[src/rtl/sar_cnv_timer_pkg.sv]
package sar_cnv_timer_pkg;
  typedef enum logic [1:0] {
    ST_IDLE = 2'd0,
    ST_RUN  = 2'd1,
    ST_HALT = 2'd2
  } tmr_state_t;
endpackage

[src/rtl/sar_cnv_timer_cfg.sv]
module sar_cnv_timer_cfg #(
  parameter int CFG_W      = 16,
  parameter int CNT_W      = 10,
  parameter int MIN_PERIOD = 10,
  parameter int MAX_PERIOD = 1000,
  parameter int DEF_HIGH   = 4,
  parameter int DEF_BITS   = 16
) (
  input  logic             clk,
  input  logic             rst,
  input  logic             load_i,
  input  logic             locked_i,
  input  logic [CFG_W-1:0] period_i,
  input  logic [CFG_W-1:0] high_i,
  input  logic [CFG_W-1:0] offset_i,
  input  logic [CFG_W-1:0] bits_i,
  output logic [CNT_W-1:0] period_o,
  output logic [CNT_W-1:0] high_o,
  output logic [CNT_W-1:0] offset_o,
  output logic [CFG_W-1:0] bits_o,
  output logic             gate_ok_o,
  output logic             busy_o,
  output logic             accept_o,
  output logic [CNT_W-1:0] per_next_o
);
  localparam logic [CFG_W-1:0] MIN_C = CFG_W'(MIN_PERIOD);
  localparam logic [CFG_W-1:0] MAX_C = CFG_W'(MAX_PERIOD);
  localparam bit DEF_OK = (DEF_BITS != 0) && (DEF_BITS <= MAX_PERIOD);

  logic [CFG_W-1:0] per_c;
  logic [CFG_W-1:0] high_c;
  logic [CFG_W-1:0] off_c;

  always_comb begin
    if (period_i < MIN_C)      per_c = MIN_C;
    else if (period_i > MAX_C) per_c = MAX_C;
    else                       per_c = period_i;
    high_c = (high_i >= per_c) ? per_c - 1'b1 : high_i;
    off_c  = (offset_i >= per_c) ? '0 : offset_i;
  end

  assign accept_o   = load_i && !locked_i;
  assign per_next_o = CNT_W'(per_c);

  always_ff @(posedge clk) begin
    if (rst) begin
      period_o  <= CNT_W'(MAX_PERIOD);
      high_o    <= CNT_W'(DEF_HIGH);
      offset_o  <= '0;
      bits_o    <= CFG_W'(DEF_BITS);
      gate_ok_o <= DEF_OK;
      busy_o    <= 1'b0;
    end else begin
      if (accept_o) begin
        period_o  <= CNT_W'(per_c);
        high_o    <= CNT_W'(high_c);
        offset_o  <= CNT_W'(off_c);
        bits_o    <= bits_i;
        gate_ok_o <= (bits_i != '0) && (bits_i <= per_c);
      end
      if (load_i && locked_i) busy_o <= 1'b1;
      else if (!locked_i)     busy_o <= 1'b0;
    end
  end

  p_period_range_r3: assert property (@(posedge clk) disable iff (rst)
    (period_o >= CNT_W'(MIN_PERIOD)) && (period_o <= CNT_W'(MAX_PERIOD)));
  p_busy_on_refused_r10: assert property (@(posedge clk) disable iff (rst)
    (load_i && locked_i) |=> busy_o);
  p_cfg_frozen_r10: assert property (@(posedge clk) disable iff (rst)
    locked_i |=> ($stable(period_o) && $stable(offset_o) && $stable(bits_o)));
endmodule

[src/rtl/sar_cnv_timer_phase.sv]
module sar_cnv_timer_phase
  import sar_cnv_timer_pkg::*;
#(
  parameter int CFG_W = 16,
  parameter int CNT_W = 10
) (
  input  logic             clk,
  input  logic             rst,
  input  logic             en_i,
  input  logic [CNT_W-1:0] period_i,
  input  logic [CNT_W-1:0] high_i,
  input  logic [CNT_W-1:0] offset_i,
  input  logic [CFG_W-1:0] bits_i,
  input  logic             gate_ok_i,
  output logic             cnv_o,
  output logic             gate_o,
  output logic             fault_o,
  output logic             locked_o
);
  tmr_state_t       st_q, st_n;
  logic [CNT_W-1:0] cnt_q, cnt_n;
  logic [CNT_W-1:0] ph;

  always_comb begin
    st_n  = st_q;
    cnt_n = cnt_q;
    unique case (st_q)
      ST_IDLE: if (en_i) begin
        st_n  = ST_RUN;
        cnt_n = '0;
      end
      ST_RUN: begin
        if (!en_i)           st_n = ST_IDLE;
        else if (!gate_ok_i) st_n = ST_HALT;
        else cnt_n = (cnt_q == period_i - 1'b1) ? '0 : cnt_q + 1'b1;
      end
      ST_HALT: if (!en_i) st_n = ST_IDLE;
      default: st_n = ST_IDLE;
    endcase
    ph = (cnt_n >= offset_i) ? cnt_n - offset_i : cnt_n + period_i - offset_i;
  end

  assign locked_o = en_i || (st_q != ST_IDLE);

  always_ff @(posedge clk) begin
    if (rst) begin
      st_q    <= ST_IDLE;
      cnt_q   <= '0;
      cnv_o   <= 1'b0;
      gate_o  <= 1'b0;
      fault_o <= 1'b0;
    end else begin
      st_q    <= st_n;
      cnt_q   <= cnt_n;
      cnv_o   <= (st_n == ST_RUN) && (cnt_n < high_i);
      gate_o  <= (st_n == ST_RUN) && gate_ok_i && (CFG_W'(ph) < bits_i);
      fault_o <= (st_n == ST_HALT);
    end
  end

  p_idle_low_r9: assert property (@(posedge clk) disable iff (rst)
    !en_i |=> (!cnv_o && !gate_o));
  p_fault_quiet_r8: assert property (@(posedge clk) disable iff (rst)
    fault_o |-> (!cnv_o && !gate_o));
  p_cnv_edge_at_zero_r2: assert property (@(posedge clk) disable iff (rst)
    $rose(cnv_o) |-> (cnt_q == '0));
  p_count_in_period_r3: assert property (@(posedge clk) disable iff (rst)
    (st_q == ST_RUN) |-> (cnt_q < period_i));
endmodule

[src/rtl/sar_cnv_timer_div.sv]
module sar_cnv_timer_div #(
  parameter int REF_HZ     = 100_000_000,
  parameter int MAX_PERIOD = 1000,
  parameter int CNT_W      = 10,
  parameter int RATE_W     = 27
) (
  input  logic              clk,
  input  logic              rst,
  input  logic              start_i,
  input  logic [CNT_W-1:0]  start_div_i,
  input  logic [CNT_W-1:0]  div_i,
  output logic [RATE_W-1:0] rate_o,
  output logic              valid_o
);
  localparam int STEP_W   = $clog2(RATE_W + 1);
  localparam int DEF_RATE = (REF_HZ + MAX_PERIOD / 2) / MAX_PERIOD;

  logic [RATE_W-1:0] quo_q;
  logic [CNT_W-1:0]  rem_q;
  logic [STEP_W-1:0] step_q;
  logic [CNT_W:0]    rem2;
  logic              ge;

  always_comb begin
    rem2 = {rem_q, quo_q[RATE_W-1]};
    ge   = rem2 >= {1'b0, div_i};
  end

  always_ff @(posedge clk) begin
    if (rst) begin
      quo_q  <= RATE_W'(DEF_RATE);
      rem_q  <= '0;
      step_q <= '0;
    end else if (start_i) begin
      quo_q  <= RATE_W'(REF_HZ) + RATE_W'(start_div_i >> 1);
      rem_q  <= '0;
      step_q <= STEP_W'(RATE_W);
    end else if (step_q != '0) begin
      rem_q  <= CNT_W'(ge ? rem2 - {1'b0, div_i} : rem2);
      quo_q  <= {quo_q[RATE_W-2:0], ge};
      step_q <= step_q - 1'b1;
    end
  end

  assign rate_o  = quo_q;
  assign valid_o = (step_q == '0);

  p_start_drops_valid_r7: assert property (@(posedge clk) disable iff (rst)
    start_i |=> !valid_o);
endmodule

[src/rtl/sar_cnv_timer.sv]
module sar_cnv_timer #(
  parameter int REF_HZ     = 100_000_000,
  parameter int MIN_PERIOD = 10,
  parameter int MAX_PERIOD = 1000,
  parameter int CFG_W      = 16,
  parameter int DEF_HIGH   = 4,
  parameter int DEF_BITS   = 16,
  localparam int CNT_W     = $clog2(MAX_PERIOD + 1),
  localparam int RATE_W    = $clog2(REF_HZ + MAX_PERIOD)
) (
  input  logic              clk,
  input  logic              rst,
  input  logic              cfg_load,
  input  logic [CFG_W-1:0]  cfg_period,
  input  logic [CFG_W-1:0]  cfg_high,
  input  logic [CFG_W-1:0]  cfg_offset,
  input  logic [CFG_W-1:0]  cfg_bits,
  input  logic              enable,
  output logic              cnv_o,
  output logic              gate_o,
  output logic              fault_o,
  output logic              busy_o,
  output logic [RATE_W-1:0] rate_o,
  output logic              rate_valid_o
);
  logic [CNT_W-1:0] period_w, high_w, offset_w, per_next_w;
  logic [CFG_W-1:0] bits_w;
  logic             gate_ok_w, accept_w, locked_w;

  sar_cnv_timer_cfg #(
    .CFG_W(CFG_W), .CNT_W(CNT_W), .MIN_PERIOD(MIN_PERIOD),
    .MAX_PERIOD(MAX_PERIOD), .DEF_HIGH(DEF_HIGH), .DEF_BITS(DEF_BITS)
  ) u_cfg (
    .clk(clk), .rst(rst), .load_i(cfg_load), .locked_i(locked_w),
    .period_i(cfg_period), .high_i(cfg_high), .offset_i(cfg_offset),
    .bits_i(cfg_bits), .period_o(period_w), .high_o(high_w),
    .offset_o(offset_w), .bits_o(bits_w), .gate_ok_o(gate_ok_w),
    .busy_o(busy_o), .accept_o(accept_w), .per_next_o(per_next_w)
  );

  sar_cnv_timer_phase #(.CFG_W(CFG_W), .CNT_W(CNT_W)) u_phase (
    .clk(clk), .rst(rst), .en_i(enable), .period_i(period_w),
    .high_i(high_w), .offset_i(offset_w), .bits_i(bits_w),
    .gate_ok_i(gate_ok_w), .cnv_o(cnv_o), .gate_o(gate_o),
    .fault_o(fault_o), .locked_o(locked_w)
  );

  sar_cnv_timer_div #(
    .REF_HZ(REF_HZ), .MAX_PERIOD(MAX_PERIOD), .CNT_W(CNT_W), .RATE_W(RATE_W)
  ) u_div (
    .clk(clk), .rst(rst), .start_i(accept_w), .start_div_i(per_next_w),
    .div_i(period_w), .rate_o(rate_o), .valid_o(rate_valid_o)
  );
endmodule

[config.mk]
export PLATFORM = sky130hd
export DESIGN_NAME = sar_cnv_timer
export DESIGN_NICKNAME = d
export VERILOG_FILES = /design/src/rtl/sar_cnv_timer_pkg.sv /design/src/rtl/sar_cnv_timer_cfg.sv /design/src/rtl/sar_cnv_timer_phase.sv /design/src/rtl/sar_cnv_timer_div.sv /design/src/rtl/sar_cnv_timer.sv
export SDC_FILE = /design/constraint.sdc
export NUM_CORES = 1
export LEC_CHECK = 0
export BUFFER_PORTS_ARGS = -buffer_cell sky130_fd_sc_hd__buf_2
export CORE_MARGIN = 10
export CORE_UTILIZATION = 54
export CTS_BUF_LIST = sky130_fd_sc_hd__clkbuf_8 sky130_fd_sc_hd__clkbuf_16
export CTS_CLUSTER_SIZE = 28
export DETAILED_ROUTE_END_ITERATION = 8
export MAX_ROUTING_LAYER = met4
export PLACE_DENSITY = 0.78
export RECOVER_POWER = 100
export SLEW_MARGIN = 20
export SYNTH_ARGS = -nofsm -noshare
export SYNTH_HDL_FRONTEND = slang
export SYNTH_SLANG_ARGS = --single-unit
[constraint.sdc]
create_clock -name clk -period 5.2 [get_ports clk]
set_input_delay 0.26 -clock clk [delete_from_list [all_inputs] [get_ports clk]]
set_output_delay 0.26 -clock clk [all_outputs]
set_load 0.03 [all_outputs]
==> results.tsv, run 1 <==
metric	value	unit
fin nets	1278	
Wirelength per Cell	17.3	um
DR iter-0 viols	667	
Final Cycle Share	103	%
global-route wire length before repair	34800	um
Comb pwr share	38.7	%
CTS tree	built	
Root Buffer	clkbuf_16	
syn_area_per_cell	8.01	um^2
post-synthesis cell area	7750	um^2
# IOs	100	
post-synthesis sequential area ratio	27.1	%
die width	140	um
fmax	0.187	GHz
CP Data Required Time	5.49	ns
failing checks	max-capacitance violations, max-slew violations, negative setup slack	
peak supply drop	336	uV
ys flop type	dfxtp_1	
sequential share of power	36.0	%
Worst slew margin	-13.8	%
Pins Over Slew Limit	69	
Worst-Margin Slew	1.71	ns
HPWL after DPL	16900	um
Skew-Pair Late Insertion Delay	0.37	ns
clock power share	25.3	%
grt total ovfl	0	
final hold slack	0.159	ns
Starting Density	55.4	%
antenna violations before repair	1	
Psw	1130	uW
Fin. Hold Viols	0	
power density cells	304	nW/um^2
die area	19500	um^2
Yosys warnings	0	
#FFs+latches synth	105	
synth unique cells	66	
total power draw	2780	uW
first drt pass iteration count	5	
cts hold-fix bufs	0	
Placement Setup Slack	-0.103	ns
RSZ-0062 raised after global routing	yes	
Tmin final	5.34	ns
Max-cap violations	2	
vias in the first global route	6949	
worst hold-check path type	in -> reg	
largest net degree at the start of global routing	43	
Inserted Clock Buffers	9	
CTS clk-pin slew, worst paths	0.08	ns
GP Congestion	0.979	
Setup-failing EPs final	1	
H-tree levels	3	
Rows	43	
critical path startpoint category	flop	
vias per cell	5.86	
Post-DRT Antenna Nets	0	
number of synthesized flops with an enable pin	0	
final cell count without fillers	1285	
Setup Skew	0.0124	ns
asr flop ratio synth	0	%
clock sinks	105	
core box area	14000	um^2
Die Span Y	140	um
leakage	0.00409	uW
Placed Instances	1259	
share of cells above drive strength 1	15.2	%
port bufs	99	
Final Util	65.3	%
status	complete, but fails checks	
switching share of power	40.5	%
crit-path max FO	5	
DRT Wirelength	22300	um
WS Path Type	reg -> reg	
area grow syn2layout	18.0	%
Worst EP arrival	5.63	ns
gr usage total	21.8	%
CP Capture Type	flop	
# DRC	0	
routed vias	7526	
Int Power	1650	uW
CTS max path bufs	2	
Syn Inst Count	967	
Final WS setup	-0.142	ns
## what timing repair did
item / in CTS / in global routing
gates resized for setup: 10 / 21
pin swaps: 6 / 27
buffers inserted: 2 / 6
setup endpoints to repair: 1 / 1
cloned: 0 / 1
## power by group through the flow
stage,logic [uW],registers (uW),clock network [uW]
CTS,1060,999,707
global placement,1030,1010,0
floorplan,683,1110,0
global route,1200,1020,740
finish,1080,1000,703
detailed placement,1050,1020,0
## layout make-up
class / instances / area (um^2)
multi-input combinational: 779 / 5500
antenna: 1 / 2.50
clock buffer: 9 / 225
sequential: 105 / 2100
inverter: 61 / 229
tap: 180 / 225
fill: 1218 / 4850
timing repair buffer: 143 / 776
clock inverter: 7 / 80.1
## cells in the final DEF, fill, tap and decap left out, types with 18 or more instances in the layout
master,netlist,routed
inv_1,60,59
nand4_1,18,18
clkbuf_1,32,34
conb_1,1,18
o21ai_0,42,36
xnor2_1,27,27
buf_4,0,41
nand2_1,139,139
buf_2,1,68
ha_1,100,94
a21o_1,34,34
nor2_1,72,69
a21oi_1,81,77
dfxtp_1,105,103
## registers in the layout, indices dropped and copies added (netlist names)
signal / count
u_phase.fault_o: 1
u_cfg.bits_o: 16
u_cfg.period_o: 10
u_cfg.offset_o: 10
u_cfg.busy_o: 1
u_phase.cnt_q: 10
u_div.rem_q: 10
u_phase.st_q: 2
u_div.rate_o: 27
u_div.step_q: 5
u_phase.gate_o: 1
u_cfg.high_o: 10
u_cfg.gate_ok_o: 1
u_phase.cnv_o: 1
## cells in the mapped netlist, types with 5 or more instances
| cell | count | area share, % |
|---|---|---|
| o21a_1 | 6 | 0.58 |
| nand4_1 | 18 | 1.5 |
| clkbuf_1 | 32 | 1.6 |
| mux2i_1 | 17 | 2.2 |
| xor2_1 | 16 | 1.8 |
| dfxtp_1 | 105 | 27 |
| nand2b_1 | 14 | 1.1 |
| nor3_1 | 13 | 0.84 |
| nor4_1 | 12 | 0.97 |
| a32o_1 | 11 | 1.4 |
| fa_1 | 11 | 2.8 |
| o22ai_1 | 6 | 0.48 |
| or3_1 | 11 | 0.89 |
| a21o_1 | 34 | 3.3 |
| nor2b_1 | 16 | 1.3 |
| ha_1 | 100 | 16 |
| nand3_1 | 17 | 1.1 |
| inv_1 | 60 | 2.9 |
| and3_1 | 8 | 0.65 |
| a211o_1 | 5 | 0.57 |
| a31oi_1 | 12 | 0.97 |
| a311oi_1 | 5 | 0.57 |
| nor2_1 | 72 | 3.5 |
| nand2_1 | 139 | 6.7 |
| o21bai_1 | 5 | 0.48 |
| o21ai_0 | 42 | 2.7 |
| a21oi_1 | 81 | 5.2 |
| xnor2_1 | 27 | 3.1 |
| a211oi_1 | 8 | 0.78 |
| buf_1 | 6 | 0.29 |
| o211ai_1 | 5 | 0.48 |
## layer usage
| metal | share of wire (%) | global-route usage (%) | vias up |
|---|---|---|---|
| li1 | - | - | 3703 |
| met1 | 46 | 28.3 | 3519 |
| met2 | 46 | 33.9 | 264 |
| met3 | 6.0 | 2.65 | 40 |
| met4 | 2.1 | 8.10 | 0 |
| met5 | 0 | - | - |
## kinds of logic (layout without fill, tap and decap cells)
family / count (synthesis) / count (layout) / share of synthesized area (%)
flops: 105 / 105 / 27.1
xor+xnor: 43 / 43 / 4.86
fa+ha+maj: 111 / 111 / 19.0
compound gates: 248 / 249 / 21.0
other cells: 1 / 19 / 0.0484
simple gates: 340 / 340 / 20.6
mux: 18 / 18 / 2.34
buf+inv: 101 / 220 / 5.01
## path summary, 6_finish.rpt
kind,endpoint,start,slack [ns],cells past startpoint
max reg2reg,u_phase.gate_o,u_cfg.period_o[5],-0.14,21
min,u_cfg.bits_o[11],cfg_bits[11],0.16,3
max,u_phase.gate_o,u_cfg.period_o[5],-0.14,21
min reg2reg,u_cfg.bits_o[5],u_cfg.bits_o[5],0.46,2
## metrics by stage
step                setup TNS (ns)  area [um^2]
finish                      -0.142         9140
global route                -0.419         9140
CTS                              0         9040
detailed placement          -0.103         8680
global placement                 0         8680
floorplan                        0         7870
## worst max-delay path, cell delays in order, from the launching register on
cell and delay [ns]:
dfxtp_1 0.32, or4_4 0.55, or3_4 0.39, a2111oi_4 0.37
o211ai_2 0.21, o21ai_4 0.27, a21oi_1 0.06, a21o_1 0.23
fa_1 0.41, ha_1 0.22, or4_1 0.57, o21ai_2 0.24
buf_4 0.15, buf_4 0.10, xor2_1 0.18, o21ai_1 0.09
ha_1 0.33, a21oi_2 0.12, nor2b_1 0.05, o21ai_1 0.15
a21oi_1 0.09, nor3_1 0.16
(Power assumes the default switching activity.)
==> run 2: changes to the inputs <==
ABC_AREA = 1   (was not set)
==> results.tsv, run 2 <==
metric	value	unit	change
status	complete, but fails checks		unchanged
failing checks	max-capacitance violations, max-slew violations		was max-capacitance violations, max-slew violations, negative setup slack
Worst EP arrival	5.10	ns	was 5.63 ns
Pins Over Slew Limit	73		was 69
leakage	0.00427	uW	was 0.00409 uW
Setup-failing EPs final	0		was 1
DP Area	8620	um^2	was 8680 um^2
simple-gate portion of the synthesized area	25.2	%	was 20.6%
CTS max path bufs	2		unchanged
ys flop type	dfxtp_1		unchanged
combinational family with the most area after synthesis	simple AND/OR/NAND/NOR gates		was compound AO/OA/AOI/OAI gates
Root Buffer	clkbuf_16		unchanged
Tmin final	4.85	ns	was 5.34 ns
CTS tree	built		unchanged
top routing layer used	met4		unchanged
post-synthesis compound-gate area fraction	16.9	%	was 21.0%
reg2reg setup slack	0.35	ns	was -0.14 ns
Placed Instances	1396		was 1259
WL met2	10400	um	was 10300 um
gr usage total	22.8	%	was 21.8%
CTS clk-pin slew, worst paths	0.08	ns	about the same
synth unique cells	56		was 66
routed vias	7782		was 7526
fin nets	1407		was 1278
number of synthesized flops with an enable pin	0		unchanged
DRT Wirelength	22500	um	was 22300 um
H-tree levels	3		unchanged
Yosys warnings	0		unchanged
Worst slew margin	-21.7	%	was -13.8%
die width	141	um	was 140 um
grt total ovfl	0		unchanged
most frequent CP cell	nand2_1		
vias in the first global route	7433		was 6949
Inserted Clock Buffers	9		unchanged
final cell count without fillers	1417		was 1285
HPWL after DPL	18000	um	was 16900 um
cell with the most instances after synthesis	nand2_1		unchanged
WS Path Type	reg -> reg		unchanged
XOR/XNOR Fraction of Synth Area	3.56	%	was 4.86%
WL met3	1230	um	was 1330 um
vias per cell	5.49		was 5.86
CP endpoint	u_phase.gate_o		unchanged
syn_area_per_cell	7.08	um^2	was 8.01 um^2
Synth Area in Adders	18.7	%	was 19.0%
Skew-Pair Late Insertion Delay	0.36	ns	was 0.37 ns
post-synthesis cell area	7880	um^2	was 7750 um^2
worst hold-check path type	in -> reg		unchanged
WL met1	10500	um	was 10200 um
asr flop ratio synth	0	%	unchanged
Rows	44		was 43
max incr delay on CP	0.47	ns	was 0.57 ns
#FFs+latches synth	105		unchanged
delay-heaviest family, CP	simple AND/OR/NAND/NOR gates		was compound AO/OA/AOI/OAI gates
post-synthesis sequential area ratio	26.7	%	was 27.1%
reg2reg path depth	32		was 21
antenna violations before repair	0		was 1
post-synth top area share	26.7	%	was 27.1%
critical path startpoint category	flop		unchanged
CP max-delay cell	fa_1		was or4_1
crit path buf inv count	4		was 2
# DRC	0		unchanged
core box area	14400	um^2	was 14000 um^2
commonest non-fill, non-tap cell in the layout	nand2_1		unchanged
Post-DRT Antenna Nets	0		unchanged
Wirelength per Cell	15.9	um	was 17.3 um
crit-path max FO	7		was 5
Max-cap violations	2		unchanged
clock sinks	105		unchanged
power density cells	342	nW/um^2	was 304 nW/um^2
# IOs	100		unchanged
instance count on the critical path	32		was 21
post-synthesis mux area share	0.127	%	was 2.34%
Syn Inst Count	1112		was 967
die area	19800	um^2	was 19500 um^2
share of cells above drive strength 1	12.0	%	was 15.2%
largest net degree at the start of global routing	37		was 43
RR Endpoint	u_phase.gate_o		unchanged
number of flip-flops under the largest register name	27		unchanged
Setup Skew	0.00817	ns	was 0.0124 ns
Fin. Hold Viols	0		unchanged
Antenna Cells	0		was 1
commonest cells after routing, fill and taps aside	nand2_1 (245), inv_1 (141), dfxtp_1 (103)		was nand2_1 (139), dfxtp_1 (103), ha_1 (94)
FF-to-FF Start	u_cfg.period_o[1]		was u_cfg.period_o[5]
Synth top cells by count	nand2_1 (247), inv_1 (140), dfxtp_1 (105)		was nand2_1 (139), dfxtp_1 (105), ha_1 (100)
final instance area	9010	um^2	was 9140 um^2
GP Congestion	0.951		was 0.979
area grow syn2layout	14.4	%	was 18.0%
first drt pass iteration count	5		unchanged
Final Util	62.5	%	was 65.3%
Worst-Margin Slew	1.83	ns	was 1.71 ns
port bufs	99		unchanged
fmax	0.206	GHz	was 0.187 GHz
DR iter-0 viols	630		was 667
main area contributors after synthesis	dfxtp_1 (27%), ha_1 (16%), nand2_1 (12%), inv_1 (6.7%), a21oi_1 (5.0%)		was dfxtp_1 (27%), ha_1 (16%), nand2_1 (6.7%), a21oi_1 (5.2%), nor2_1 (3.5%)
Final Cycle Share	93.2	%	was 103%
CP Data Required Time	5.45	ns	was 5.49 ns
CP Capture Type	flop		unchanged
Die Span Y	141	um	was 140 um
global-route wire length before repair	36400	um	was 34800 um
Yosys top cell by area	dfxtp_1		unchanged
peak supply drop	289	uV	was 336 uV
Starting Density	54.6	%	was 55.4%
CP Launch Point	u_cfg.period_o[1]		was u_cfg.period_o[5]
-- run 2: changes by cell type after synthesis, sizes merged, moves of 12 or more --
| cell | previous run | this run |
|---|---|---|
| clkbuf | 32 | 18 |
| o21ai | 45 | 81 |
| mux2i | 17 | 1 |
| nor2 | 72 | 84 |
| inv | 60 | 158 |
| a21o | 34 | 0 |
| nor2b | 17 | 0 |
| nand2b | 14 | 0 |
| xnor2 | 27 | 13 |
| nand2 | 139 | 253 |
| nand3 | 17 | 61 |
-- run 2: power breakdown --
group	total [uW]	switching, uW	leakage [uW]	internal [uW]
sequential	1060	105	0.000861	952
combinational	1260	860	0.00325	397
clock	771	339	0.000161	432
total	3090	1300	0.00427	1780
-- run 2: per-stage QoR --
stage	hold slack [ns]	worst slack (ns)	setup TNS [ns]	power (uW)
after CTS	0.139	0.183	0	3090
final	0.150	0.354	0	3090
after floorplan	0.370	0.701	0	1980
after detailed placement	0.442	0.213	0	2330
after global placement	0.435	0.353	0	2300
after global routing	0.156	-0.0534	-0.0534	3290
-- run 2: worst min path at each step --
stage | startpoint | to | slack, ns | depth (start not counted)
6_report | cfg_bits[14] | u_cfg.bits_o[14] | 0.15 | 3
4_1_cts | cfg_high[5] | u_cfg.high_o[5] | 0.14 | 3
2_1_floorplan | cfg_bits[15] | u_cfg.bits_o[15] | 0.37 | 2
5_1_grt | cfg_bits[13] | u_cfg.bits_o[13] | 0.16 | 3
3_5_place_dp | u_cfg.bits_o[15] | u_cfg.bits_o[15] | 0.44 | 2
3_3_place_gp | u_cfg.bits_o[13] | u_cfg.bits_o[13] | 0.44 | 2
-- run 2: metal layers --
layer	track usage, %	vias up
li1	-	3956
met1	29.5	3537
met2	35.8	256
met3	3.46	33
met4	6.85	0
met5	-	-
-- run 2: area by class of cell --
cell class / instances / area [um^2]
Fill cell: 1353 / 5410
Tap cell: 184 / 230
Inverter: 163 / 614
Clock buffer: 9 / 225
Sequential cell: 105 / 2110
Clock inverter: 7 / 113
Timing Repair Buffer: 109 / 527
Multi-Input combinational cell: 840 / 5190
-- run 2: worst register-to-register path: cells and delay by family (launching register included) --
family / cells / cell delay [ns]
buffers and inverters: 4 / 0.22
XOR/XNOR: 1 / 0.20
adder cells (fa/ha/maj): 4 / 1.40
flip-flops: 1 / 0.37
AND/OR/NAND/NOR: 19 / 2.09
AO/OA/AOI/OAI: 4 / 0.47
-- run 2: cell families (layout without fill, tap and decap cells) --
family                     Yosys count  in the layout
xor gates and xnor gates            32             32
and+or+nand+nor                    451            451
adders and majority gates          111            111
AOI/OAI and AO/OA                  227            227
DFF                                105            105
other                                1             18
muxes                                1              1
buffers and inverters              184            288
-- run 2: timing repair --
item	CTS	global route
hold buffers	0	0
endpoints found under the setup margin	0	1
resized for setup	0	18
buffers inserted	0	5
